[src/rtl/lin_flag_pkg.sv]
package lin_flag_pkg;
  localparam int WORD_W = 16;
  localparam int MISC_W = 8;

  typedef enum logic [1:0] {
    PH_IDLE = 2'b00,
    PH_HDR  = 2'b01,
    PH_RESP = 2'b10
  } tx_phase_e;

  // error word positions (software decodes these)
  localparam int POS_STUCK = 15;
  localparam int POS_OCMP  = 14;
  localparam int POS_BITER = 13;
  localparam int POS_CKSUM = 12;
  localparam int POS_SYNC  = 11;
  localparam int POS_DELIM = 10;
  localparam int POS_PAR   = 9;
  localparam int POS_FRM   = 8;
  localparam int POS_OVR   = 7;
  localparam int POS_NOISE = 0;

  localparam logic [WORD_W-1:0] LIVE_MASK = 16'hFF81;
endpackage

[src/rtl/lin_w1c_bit.sv]
module lin_w1c_bit (
  input  logic clk,
  input  logic rst_n,
  input  logic hw_clr,
  input  logic hw_set,
  input  logic sw_clr,
  output logic q
);
  // priority: hardware clear, hardware set, software clear
  always_ff @(posedge clk or negedge rst_n) begin
    if (!rst_n)      q <= 1'b0;
    else if (hw_clr) q <= 1'b0;
    else if (hw_set) q <= 1'b1;
    else if (sw_clr) q <= 1'b0;
  end

  assert_set_wins_R9: assert property (@(posedge clk) disable iff (!rst_n)
    (hw_set && !hw_clr) |=> q);

  assert_w1c_clear_R8: assert property (@(posedge clk) disable iff (!rst_n)
    (sw_clr && !hw_set && !hw_clr) |=> !q);

  assert_hold_R8: assert property (@(posedge clk) disable iff (!rst_n)
    (!sw_clr && !hw_clr && q) |=> q);
endmodule

[src/rtl/lin_dom_watch.sv]
module lin_dom_watch #(
  parameter int FIRST  = 100,
  parameter int REPEAT = 87
) (
  input  logic clk,
  input  logic rst_n,
  input  logic rx,
  input  logic tick,
  output logic fire
);
  localparam int LIM_MAX = (FIRST > REPEAT) ? FIRST : REPEAT;
  localparam int CW      = $clog2(LIM_MAX + 1);

  logic [CW-1:0] cnt;
  logic          rearm;
  logic [CW-1:0] lim;

  assign lim  = rearm ? CW'(REPEAT) : CW'(FIRST);
  assign fire = tick && !rx && (cnt == lim - 1'b1);

  always_ff @(posedge clk or negedge rst_n) begin
    if (!rst_n) begin
      cnt   <= '0;
      rearm <= 1'b0;
    end else if (rx) begin
      cnt   <= '0;
      rearm <= 1'b0;
    end else if (tick) begin
      if (fire) begin
        cnt   <= '0;
        rearm <= 1'b1;
      end else begin
        cnt <= cnt + 1'b1;
      end
    end
  end

  assert_cnt_bound_R6: assert property (@(posedge clk) disable iff (!rst_n)
    cnt < lim);

  generate
    if (FIRST > 1) begin : g_restart_chk
      assert_restart_R6: assert property (@(posedge clk) disable iff (!rst_n)
        rx |=> !fire);
    end
  endgenerate
endmodule

[src/rtl/lin_hdr_gate.sv]
module lin_hdr_gate (
  input  logic hdr_done,
  input  logic filt_en,
  input  logic filt_bypass,
  input  logic filt_any_active,
  input  logic filt_match,
  input  logic filt_match_tx,
  output logic hdr_set
);
  logic sw_filter_needed;
  logic report;

  always_comb begin
    sw_filter_needed = filt_bypass && (!filt_any_active || !filt_match);
    report           = !filt_en || sw_filter_needed || filt_match_tx;
    hdr_set          = hdr_done && report;
  end
endmodule

[src/rtl/lin_flag_unit.sv]
module lin_flag_unit
  import lin_flag_pkg::*;
#(
  parameter int SZ_FIRST  = 100,
  parameter int SZ_REPEAT = 87
) (
  input  logic        clk,
  input  logic        rst_n,
  input  logic        init_mode,
  input  logic        bit_tick,
  input  logic        rx_line,
  input  logic        hdr_done,
  input  logic        frame_end,
  input  logic        filt_en,
  input  logic        filt_bypass,
  input  logic        filt_any_active,
  input  logic        filt_match,
  input  logic        filt_match_tx,
  input  logic        bit_err,
  input  logic        tx_master,
  input  logic [1:0]  tx_phase,
  input  logic [7:0]  misc_err,
  input  logic        reg_wr,
  input  logic        reg_sel,
  input  logic [15:0] reg_wdata,
  output logic [15:0] reg_rdata
);
  logic              hdr_set, hdr_q, hdr_hw_clr;
  logic              stuck_fire, biterr_set;
  logic [WORD_W-1:0] err_set, err_clr, err_q;
  tx_phase_e         phase;
  logic              unused_wbits;

  assign unused_wbits = ^reg_wdata[WORD_W-1:1] ^ reg_wdata[0];

  lin_hdr_gate u_gate (
    .hdr_done        (hdr_done),
    .filt_en         (filt_en),
    .filt_bypass     (filt_bypass),
    .filt_any_active (filt_any_active),
    .filt_match      (filt_match),
    .filt_match_tx   (filt_match_tx),
    .hdr_set         (hdr_set)
  );

  assign hdr_hw_clr = init_mode || frame_end;

  lin_w1c_bit u_hdr (
    .clk    (clk),
    .rst_n  (rst_n),
    .hw_clr (hdr_hw_clr),
    .hw_set (hdr_set),
    .sw_clr (reg_wr && !reg_sel && reg_wdata[0]),
    .q      (hdr_q)
  );

  lin_dom_watch #(.FIRST(SZ_FIRST), .REPEAT(SZ_REPEAT)) u_dom (
    .clk   (clk),
    .rst_n (rst_n),
    .rx    (rx_line),
    .tick  (bit_tick),
    .fire  (stuck_fire)
  );

  always_comb begin
    phase      = tx_phase_e'(tx_phase);
    biterr_set = bit_err && ((phase == PH_RESP) || (phase == PH_HDR && tx_master));
    err_set            = '0;
    err_set[POS_STUCK] = stuck_fire;
    err_set[POS_OCMP]  = misc_err[7];
    err_set[POS_BITER] = biterr_set;
    err_set[POS_CKSUM] = misc_err[6];
    err_set[POS_SYNC]  = misc_err[5];
    err_set[POS_DELIM] = misc_err[4];
    err_set[POS_PAR]   = misc_err[3];
    err_set[POS_FRM]   = misc_err[2];
    err_set[POS_OVR]   = misc_err[1];
    err_set[POS_NOISE] = misc_err[0];
    err_clr = (reg_wr && reg_sel) ? reg_wdata : '0;
  end

  generate
    for (genvar i = 0; i < WORD_W; i++) begin : g_err
      if (LIVE_MASK[i]) begin : g_live
        lin_w1c_bit u_bit (
          .clk    (clk),
          .rst_n  (rst_n),
          .hw_clr (1'b0),
          .hw_set (err_set[i]),
          .sw_clr (err_clr[i]),
          .q      (err_q[i])
        );
      end else begin : g_rsv
        assign err_q[i] = 1'b0;
      end
    end
  endgenerate

  assign reg_rdata = reg_sel ? err_q : {{(WORD_W-1){1'b0}}, hdr_q};

  assert_hdr_hwclr_R4: assert property (@(posedge clk) disable iff (!rst_n)
    (init_mode || frame_end) |=> !hdr_q);

  assert_biterr_ignore_R7: assert property (@(posedge clk) disable iff (!rst_n)
    (bit_err && tx_phase == 2'b00 && !err_q[POS_BITER]) |=> !err_q[POS_BITER]);

  assert_stuck_flag_R5: assert property (@(posedge clk) disable iff (!rst_n)
    stuck_fire |=> err_q[POS_STUCK]);
endmodule

[config.mk]
export PLATFORM = sky130hd
export DESIGN_NAME = lin_flag_unit
export DESIGN_NICKNAME = d
export VERILOG_FILES = /design/src/rtl/lin_flag_pkg.sv /design/src/rtl/lin_w1c_bit.sv /design/src/rtl/lin_dom_watch.sv /design/src/rtl/lin_hdr_gate.sv /design/src/rtl/lin_flag_unit.sv
export SDC_FILE = /design/constraint.sdc
export NUM_CORES = 1
export LEC_CHECK = 0
export BUFFER_PORTS_ARGS = -buffer_cell sky130_fd_sc_hd__buf_2
export CAP_MARGIN = 30
export CORE_MARGIN = 3
export CORE_UTILIZATION = 30
export DETAILED_ROUTE_END_ITERATION = 16
export PLACE_DENSITY = 0.7
export SYNTH_ARGS = -nofsm -noshare
export SYNTH_HDL_FRONTEND = slang
export SYNTH_SLANG_ARGS = --single-unit
[constraint.sdc]
create_clock -name clk -period 2.55 [get_ports clk]
set_clock_uncertainty 0.15 [all_clocks]
set_input_delay 0.6375 -clock clk [delete_from_list [all_inputs] [get_ports clk]]
set_output_delay 0.6375 -clock clk [all_outputs]
set_load 0.03 [all_outputs]
==> results of run 1 <==
-- where the power goes --
part	internal, mW	leakage [nW]	switching, mW
Sequential	0.313	0.225	0.00795
Combinational	0.0464	0.372	0.0708
Clock	0.0607	0.0150	0.0828
Total	0.421	0.612	0.162
-- area by class of cell --
| class | count | share of cell area |
|---|---|---|
| Sequential cell | 19 | 0.3740 |
| Tap cell | 44 | 0.04331 |
| Multi-Input combinational cell | 76 | 0.3789 |
| Timing Repair Buffer | 45 | 0.1772 |
| Inverter | 2 | 0.005906 |
| Clock buffer | 4 | 0.02067 |
-- path summary, 6_finish.rpt --
| kind | from | to | slack, ns | depth (start not counted) |
|---|---|---|---|---|
| max | reg_sel | reg_rdata[0] | 0.42 | 3 |
| min | rst_n | u_dom.cnt[1] | 0.12 | 1 |
| max reg2reg | u_dom.cnt[2] | u_dom.cnt[2] | 0.97 | 4 |
| min reg2reg | g_err[11].g_live.u_bit.q | g_err[11].g_live.u_bit.q | 0.32 | 1 |
| max in group asynchronous | rst_n | g_err[14].g_live.u_bit.q | 1.83 | 1 |
| min in group clk | g_err[11].g_live.u_bit.q | g_err[11].g_live.u_bit.q | 0.32 | 1 |
-- cells in the mapped netlist (2+ instances only) --
cell       count  area share
xor2_1         3       0.026
a21o_1        10       0.074
inv_1          2      0.0074
xnor2_1        2       0.017
o2111ai_1      2       0.017
o21ai_0        3       0.015
clkbuf_1       2      0.0074
nand2_1       16       0.059
buf_4          7       0.052
nand2b_1       2       0.012
dfrtp_1       19        0.47
nor2_1         3       0.011
nor3_1         5       0.025
and2_1        10       0.062
-- registers in the layout, indices dropped and copies added, names as in the netlist --
register and flops:
u_hdr.q 1, u_dom.rearm 1, u_dom.cnt 7, g_err.g_live.u_bit.q 10
-- through the flow --
step | util | setup slack, ns | cells | area [µm²]
floorplan | - | 0.5025 | 107 | 1030
global placement | 0.3980 | 0.4176 | 186 | 1245
detailed placement | 0.3980 | 0.4077 | 186 | 1245
CTS | 0.4064 | 0.4053 | 190 | 1271
global route | 0.4064 | 0.3879 | 190 | 1271
finish | 0.4064 | 0.4243 | 190 | 1271
-- metal layers --
metal	wire length, µm	track usage
met1	896	0.1211
met2	1024	0.1729
met3	106	0.02636
met4	34	0.04852
met5	0	0
-- placed cells by master (no fill, tap or decap) --
master,count
nor3_4,1
dfrtp_1,19
clkbuf_4,3
nor2_1,3
xor2_1,3
and4b_1,1
a21o_1,10
nand3_1,1
conb_1,6
nand4_1,1
xnor2_1,2
buf_2,45
mux2i_1,1
a211oi_1,1
nor3_1,5
o31ai_2,1
mux2_2,1
nand2_1,16
inv_1,2
clkbuf_1,1
nor4b_2,1
a22o_1,1
a21boi_0,1
o22ai_1,1
o2111ai_1,2
and2_1,10
o21ai_0,3
nand2b_1,2
ha_1,1
nand3b_1,1
-- worst max-delay path, stage by stage --
cell and delay [ns]:
buf_2 0.18, mux2_2 0.35, buf_2 0.17
-- cell families after synthesis --
family | share of synthesized area
xor gates and xnor gates | 0.04332
DFF | 0.4703
buffers and inverters | 0.07178
adders and majority gates | 0.01237
AOI/OAI and AO/OA | 0.1485
and+or+nand+nor | 0.2290
other | 0.003709
muxes | 0.02104
==> results by group, run 1 <==
CTS
  • Clk root buf: clkbuf_4
  • PostCTS Resize Cnt: 0
  • Hold buffers post-CTS: 0
  • Deepest clock path buffer count: 2
  • Clk_lat worst skew: 0.28 ns
  • Total CTS buffers: 3
  • Post-CTS Setup Repair Bufs: 0
  • CTS tree: done
  • H-tree Lvls: 1
  • Clk slew on worst S/H paths: 0.10 ns
  • Clock Sinks: 19

Placed design
  • DP HPWL: 1666 µm
  • Final GP Congestion: 0.8187
  • Count of input and output buffers: 45

Synthesis
  • Post-Synthesis Cells: 102
  • Async SR Flop Fraction: 1.000
  • Yosys reg bits: 19
  • Synthesized area: 1011 µm²
  • Post-synth EDFFs: 0
  • Register area share after synthesis: 0.4703
  • Total number of yosys warnings: 0
  • Syn avg cell area: 9.911 µm²
  • Ys flop type: dfrtp_1
  • Post-synth cell types: 30

STA
  • F_max: 0.4704 GHz
  • Final TNS setup: 0 ns
  • Hold Fails Final Rpt: 0
  • RSZ-0062 raised after global routing: false
  • Final slew viol count: 0
  • Final setup fails: 0
  • Tcrit/Tclk final: 0.8336
  • Final Critical Period: 2.126 ns
  • Hold slack: 0.1219 ns

Cells and area
  • Multi-input logic area: 481.7 µm²
  • Ratio of cells with drive above 1 in the final layout: 0.3562
  • N_diodes: 0
  • Sequential cell area: 475.5 µm²
  • Final nets: 190
  • Number of fill cells in the layout: 325
  • Area Growth Syn to Fin: 25.74%

Critical path
  • CP Capture Type: output pin
  • Worst Path Required: 1.76 ns
  • Worst setup SP type: input pin
  • Setup Crit Path Kind: in2out
  • CP arrival: 1.34 ns
  • CP max FO: 12

Floorplan
  • Die area: 4102 µm²
  • FP Rows: 20
  • Starting Density: 0.3232
  • Die Height: 64.05 µm
  • I/O pin cnt: 58
  • Die width: 64.05 µm
  • CORE AREA: 3128 µm²

Routing
  • Wirelength per Cell: 10.85 µm
  • Via-to-Cell Ratio: 4.405
  • Drt pass-1 iters: 4
  • Vias: 837
  • Routed Antenna Nets: 0
  • Drt initial violations: 15
  • Routed WL: 2061 µm
  • Number of remaining DRC errors: 0

Power and ir drop
  • Leakage power: 0.6117 nW
  • Pwr/cell area: 457.9 nW/µm²
  • VDD IR max: 0.0001719 V
  • Total power: 0.5821 mW

Global routing
  • Vias in the first global route: 795
  • First-pass GRT wire length: 3318 µm
  • GR Util All Layers: 0.1028
  • GRT overflow: 0
  • Largest net degree at the start of global routing: 20
  • Antenna violations before repair: 0

Job
  • Number of max-cap violations: 0

Worst hold path
  • Worst hold path class: in2async

Outcome
  • Status: finished clean
(Power assumes the default switching activity.)
==> run 2: changes to the inputs <==
clock period = 2.2 ns   (was 2.55 ns; I/O delays follow)
==> results by group, run 2 (same netlist as run 1, synthesis figures left out) <==
Outcome
  • Status: finished clean

Placed design
  • DP Worst Slack: 0.2195 ns (-0.1882 ns)
  • Count of input and output buffers: 45 (unchanged)
  • Final GP Congestion: 0.8276 (+1.1%)
  • DP HPWL: 1703 µm (+2.2%)

Critical path
  • Setup Crit Path Kind: in2out
  • CP max FO: 12 (unchanged)
  • Worst Path Required: 1.50 ns (-0.26 ns)
  • Worst Setup EP: reg_rdata[0]
  • Worst setup SP type: input pin
  • CP Capture Type: output pin
  • CP startpoint: reg_sel
  • CP arrival: 1.27 ns (-0.07 ns)
  • Reg-to-Reg Start: u_dom.cnt[2]
  • Reg2Reg Depth: 4 (unchanged)
  • RR Endpoint: u_dom.cnt[0]
  • FF-to-FF setup slack: 0.61 ns (-0.36 ns)

Power and ir drop
  • VDD IR max: 0.0001535 V (-11%)
  • Leakage power: 0.6145 nW (+0.45%)
  • Pwr/cell area: 544.4 nW/µm² (+19%)

Global routing
  • First-pass GRT wire length: 3643 µm (+9.8%)
  • GRT overflow: 0 (unchanged)
  • GR Util All Layers: 0.1137 (+0.01089)
  • Vias in the first global route: 856 (+7.7%)
  • Largest net degree at the start of global routing: 20 (unchanged)
  • Antenna violations before repair: 0 (unchanged)

STA
  • Tcrit/Tclk final: 0.8944
  • Final slew viol count: 0 (unchanged)
  • RSZ-0062 raised after global routing: false
  • Final TNS setup: 0 ns (unchanged)
  • Final Critical Period: 1.968 ns
  • Final setup fails: 0 (unchanged)
  • F_max: 0.5082 GHz
  • Setup ws final: 0.2324 ns (-0.1919 ns)
  • Hold Fails Final Rpt: 0 (unchanged)

Cells and area
  • Most frequent cells in the layout: buf_2 (45), dfrtp_1 (19), nand2_1 (16)
  • Ratio of cells with drive above 1 in the final layout: 0.3630 (+0.006849)
  • Most common cell after layout, fill and taps aside: buf_2
  • Final nets: 190 (unchanged)
  • Most flops, register: g_err.g_live.u_bit.q
  • N_diodes: 0 (unchanged)
  • Area Growth Syn to Fin: 25.87% (about the same)
  • Largest register FFs: 10 (unchanged)
  • Top Registers: g_err.g_live.u_bit.q (10), u_dom.cnt (7)
  • Number of fill cells in the layout: 333 (+2.5%)

CTS
  • Clk root buf: clkbuf_4
  • Post-CTS Setup Repair Bufs: 0 (unchanged)
  • PostCTS Resize Cnt: 0 (unchanged)
  • Deepest clock path buffer count: 2 (unchanged)
  • Clock Sinks: 19 (unchanged)
  • CTS tree: done
  • Total CTS buffers: 3 (unchanged)
  • H-tree Lvls: 1 (unchanged)
  • Clk_lat worst skew: 0.30 ns (+0.02 ns)
  • Clk slew on worst S/H paths: 0.11 ns (about the same)
  • Hold buffers post-CTS: 0 (unchanged)

Floorplan
  • CORE AREA: 3128 µm² (unchanged)
  • I/O pin cnt: 58 (unchanged)
  • Die Height: 64.05 µm (unchanged)
  • FP Rows: 20 (unchanged)
  • Starting Density: 0.3232 (unchanged)
  • Die area: 4102 µm² (unchanged)
  • Die width: 64.05 µm (unchanged)

Routing
  • Routed Antenna Nets: 0 (unchanged)
  • Drt initial violations: 20 (+5)
  • Drt pass-1 iters: 4 (unchanged)
  • Routed WL: 2159 µm (+4.8%)
  • Number of remaining DRC errors: 0 (unchanged)
  • Wirelength per Cell: 11.36 µm (+4.8%)
  • Vias: 866 (+3.5%)
  • Via-to-Cell Ratio: 4.558 (+3.5%)

Job
  • Number of max-cap violations: 0 (unchanged)

Worst hold path
  • Worst hold path class: in2async
[run 2: cell type report]
class / instances / area (µm²) / share of cell area
multi-input combinational: 76 / 481.7 / 0.3786
clock inverter: 1 / 5.005 / 0.003933
clock buffer: 3 / 22.52 / 0.01770
timing repair buffer: 45 / 225.2 / 0.1770
inverter: 2 / 7.507 / 0.005900
tap: 44 / 55.05 / 0.04326
sequential: 19 / 475.5 / 0.3736
[run 2: layer usage]
layer	share of wire	routed length, µm	vias up	GRT usage
met2	0.50	1087	29	0.1961
met1	0.41	879	409	0.1315
met3	0.063	135	5	0.01406
met5	0	0	-	0
met4	0.026	57	0	0.07278
li1	-	-	423	-
[run 2: power breakdown]
| group | internal, mW | total, mW | switching, mW | leakage [nW] |
|---|---|---|---|---|
| registers | 0.363 | 0.373 | 0.00982 | 0.225 |
| clock network | 0.0679 | 0.183 | 0.115 | 0.0177 |
| logic | 0.0536 | 0.136 | 0.0828 | 0.372 |
[run 2: worst max-delay path, stage by stage]
cell and delay, ns:
buf_2 0.18, mux2_2 0.36, buf_2 0.18
[run 2: through the flow]
stage / power, mW / hold slack, ns / util / instance area, µm² / cells
3_3_place_gp: 0.5144 / 0.3016 / 0.3980 / 1245 / 186
2_1_floorplan: 0.4696 / 0.1044 / - / 1030 / 107
3_5_place_dp: 0.5190 / 0.3116 / 0.3980 / 1245 / 186
5_1_grt: 0.7284 / 0.04143 / 0.4068 / 1272 / 190
4_1_cts: 0.7028 / 0.02748 / 0.4068 / 1272 / 190
6_report: 0.6927 / 0.01753 / 0.4068 / 1272 / 190
[run 2: worst min path at each step]
stage | from | depth (start not counted) | slack, ns | endpoint
after global placement | g_err[8].g_live.u_bit.q | 1 | 0.30 | g_err[8].g_live.u_bit.q
after floorplan | rst_n | 0 | 0.10 | g_err[0].g_live.u_bit.q
after detailed placement | g_err[9].g_live.u_bit.q | 1 | 0.31 | g_err[9].g_live.u_bit.q
final | rst_n | 1 | 0.02 | u_dom.cnt[2]
after global routing | rst_n | 1 | 0.04 | g_err[14].g_live.u_bit.q
after CTS | rst_n | 1 | 0.03 | u_dom.cnt[2]
==> run 3: changes to the inputs <==
CTS_BUF_LIST = sky130_fd_sc_hd__clkbuf_8   (was default)
==> results by group, run 3 (same netlist as run 1, synthesis figures left out) <==
CTS
  • PostCTS Resize Cnt: 0 (unchanged)
  • Total CTS buffers: 3 (unchanged)
  • CTS tree: done
  • Post-CTS Setup Repair Bufs: 0 (unchanged)
  • Clk_lat worst skew: 0.26 ns (-0.04 ns)
  • Clk root buf: clkbuf_8
  • H-tree Lvls: 1 (unchanged)
  • Deepest clock path buffer count: 2 (unchanged)
  • Hold buffers post-CTS: 0 (unchanged)
  • Clk slew on worst S/H paths: 0.07 ns (-0.04 ns)
  • Clock Sinks: 19 (unchanged)

Routing
  • DR WL met3: 142 µm (+5.2%)
  • Routed WL: 2213 µm (+2.5%)
  • Number of remaining DRC errors: 0 (unchanged)
  • M1 WL: 870 µm (-1.0%)
  • Met2 WL post-DR: 1141 µm (+5.0%)
  • Routed Antenna Nets: 0 (unchanged)
  • Vias: 887 (+2.4%)
  • DR top layer: met4
  • Wirelength per Cell: 11.65 µm (+2.5%)
  • Drt initial violations: 18 (-10%)
  • Drt pass-1 iters: 4 (unchanged)
  • Via-to-Cell Ratio: 4.668 (+2.4%)

Cells and area
  • Top Registers: g_err.g_live.u_bit.q (10), u_dom.cnt (7)
  • Area Growth Syn to Fin: 27.72%
  • Design area: 1291 µm² (+1.5%)
  • Most frequent cells in the layout: buf_2 (45), dfrtp_1 (19), nand2_1 (16)
  • Non-filler cells, final: 190 (unchanged)
  • Most flops, register: g_err.g_live.u_bit.q
  • Largest register FFs: 10 (unchanged)
  • Final nets: 190 (unchanged)
  • N_diodes: 0 (unchanged)
  • Ratio of cells with drive above 1 in the final layout: 0.3630 (unchanged)
  • Most common cell after layout, fill and taps aside: buf_2

Global routing
  • Largest net degree at the start of global routing: 20 (unchanged)
  • Vias in the first global route: 870 (+1.6%)
  • First-pass GRT wire length: 3732 µm (+2.4%)
  • Antenna violations before repair: 0 (unchanged)
  • GR Util All Layers: 0.1178 (+0.004086)
  • GRT overflow: 0 (unchanged)

STA
  • RSZ-0062 raised after global routing: false
  • Final TNS setup: 0 ns (unchanged)
  • F_max: 0.5082 GHz (about the same)
  • Tcrit/Tclk final: 0.8944 (about the same)
  • Hold Fails Final Rpt: 0 (unchanged)
  • Final slew viol count: 0 (unchanged)
  • Final Critical Period: 1.968 ns (-0.000004000 ns)
  • Final setup fails: 0 (unchanged)

Floorplan
  • FP Rows: 20 (unchanged)
  • Die area: 4102 µm² (unchanged)
  • Die width: 64.05 µm (unchanged)
  • Die Height: 64.05 µm (unchanged)
  • CORE AREA: 3128 µm² (unchanged)
  • Starting Density: 0.3232 (unchanged)
  • I/O pin cnt: 58 (unchanged)

Critical path
  • CP arrival: 1.27 ns (about the same)
  • Critical-path cell list: buf_2 -> mux2_2 -> buf_2
  • Setup Crit Path Kind: in2out
  • Cell mode on critical path: buf_2
  • Crit path largest cell delay: 0.36 ns (about the same)
  • Worst Path Required: 1.50 ns (about the same)
  • CP max FO: 12 (unchanged)
  • CP Capture Type: output pin
  • FF-to-FF setup slack: 0.61 ns (about the same)
  • Critical path's slowest cell: mux2_2
  • Worst setup SP type: input pin

Power and ir drop
  • VDD IR max: 0.0002732 V (+78%)
  • Pwr/cell area: 585.7 nW/µm² (+7.6%)
  • Leakage power: 0.6222 nW (+1.3%)

Placed design
  • Count of input and output buffers: 45 (unchanged)
  • Placed instance area: 1245 µm² (unchanged)
  • DP HPWL: 1703 µm (unchanged)
  • Placed cell count: 186 (unchanged)
  • Final GP Congestion: 0.8276 (unchanged)

Job
  • Number of max-cap violations: 0 (unchanged)

Outcome
  • Status: finished clean

Worst hold path
  • Worst hold path class: in2async
run 3: cell counts in the layout (fill, tap and decap cells not counted):
Identical to the previous run, type by type.
run 3: path summary, 6_finish.rpt:
kind,from,endpoint,depth (start not counted)
max reg2reg,u_dom.cnt[2],u_dom.cnt[0],4
min,rst_n,u_dom.cnt[2],1
min in group clk,init_mode,u_hdr.q,2
min reg2reg,g_err[10].g_live.u_bit.q,g_err[10].g_live.u_bit.q,1
max,reg_sel,reg_rdata[0],3
max in group asynchronous,rst_n,g_err[12].g_live.u_bit.q,1
run 3: stage by stage:
| step | utilization | worst slack [ns] | hold slack (ns) | total power [mW] |
|---|---|---|---|---|
| 2_1_floorplan | - | 0.3275 | 0.1044 | 0.4696 |
| 3_3_place_gp | 0.3980 | 0.2442 | 0.3016 | 0.5144 |
| 3_5_place_dp | 0.3980 | 0.2195 | 0.3116 | 0.5190 |
| 4_1_cts | 0.4128 | 0.2168 | 0.08828 | 0.7668 |
| 5_1_grt | 0.4128 | 0.1889 | 0.1004 | 0.7981 |
| 6_report | 0.4128 | 0.2324 | 0.07232 | 0.7563 |
run 3: per-layer routing:
layer | vias up | GRT usage
met3 | 4 | 0.01406
met1 | 427 | 0.1348
met5 | - | 0
li1 | 423 | -
met2 | 33 | 0.2026
met4 | 0 | 0.08086
run 3: layout make-up:
type                            instances  area, µm²
Clock buffer                            3      41.29
Multi-Input combinational cell         76      481.7
Tap cell                               44      55.05
Clock inverter                          1      5.005
Fill cell                             330       1837
Timing Repair Buffer                   45      225.2
Inverter                                2      7.507
Sequential cell                        19      475.5
run 3: worst max-delay path, delay by kind of cell:
family / cells / cell delay (ns)
buffers and inverters: 2 / 0.36
multiplexers: 1 / 0.36
run 3: power breakdown:
part	total [mW]	leakage (nW)	internal (mW)	switching (mW)
Clock	0.246	0.0255	0.126	0.120
Combinational	0.137	0.372	0.0537	0.0830
Sequential	0.374	0.225	0.364	0.0101
Total	0.756	0.622	0.543	0.213
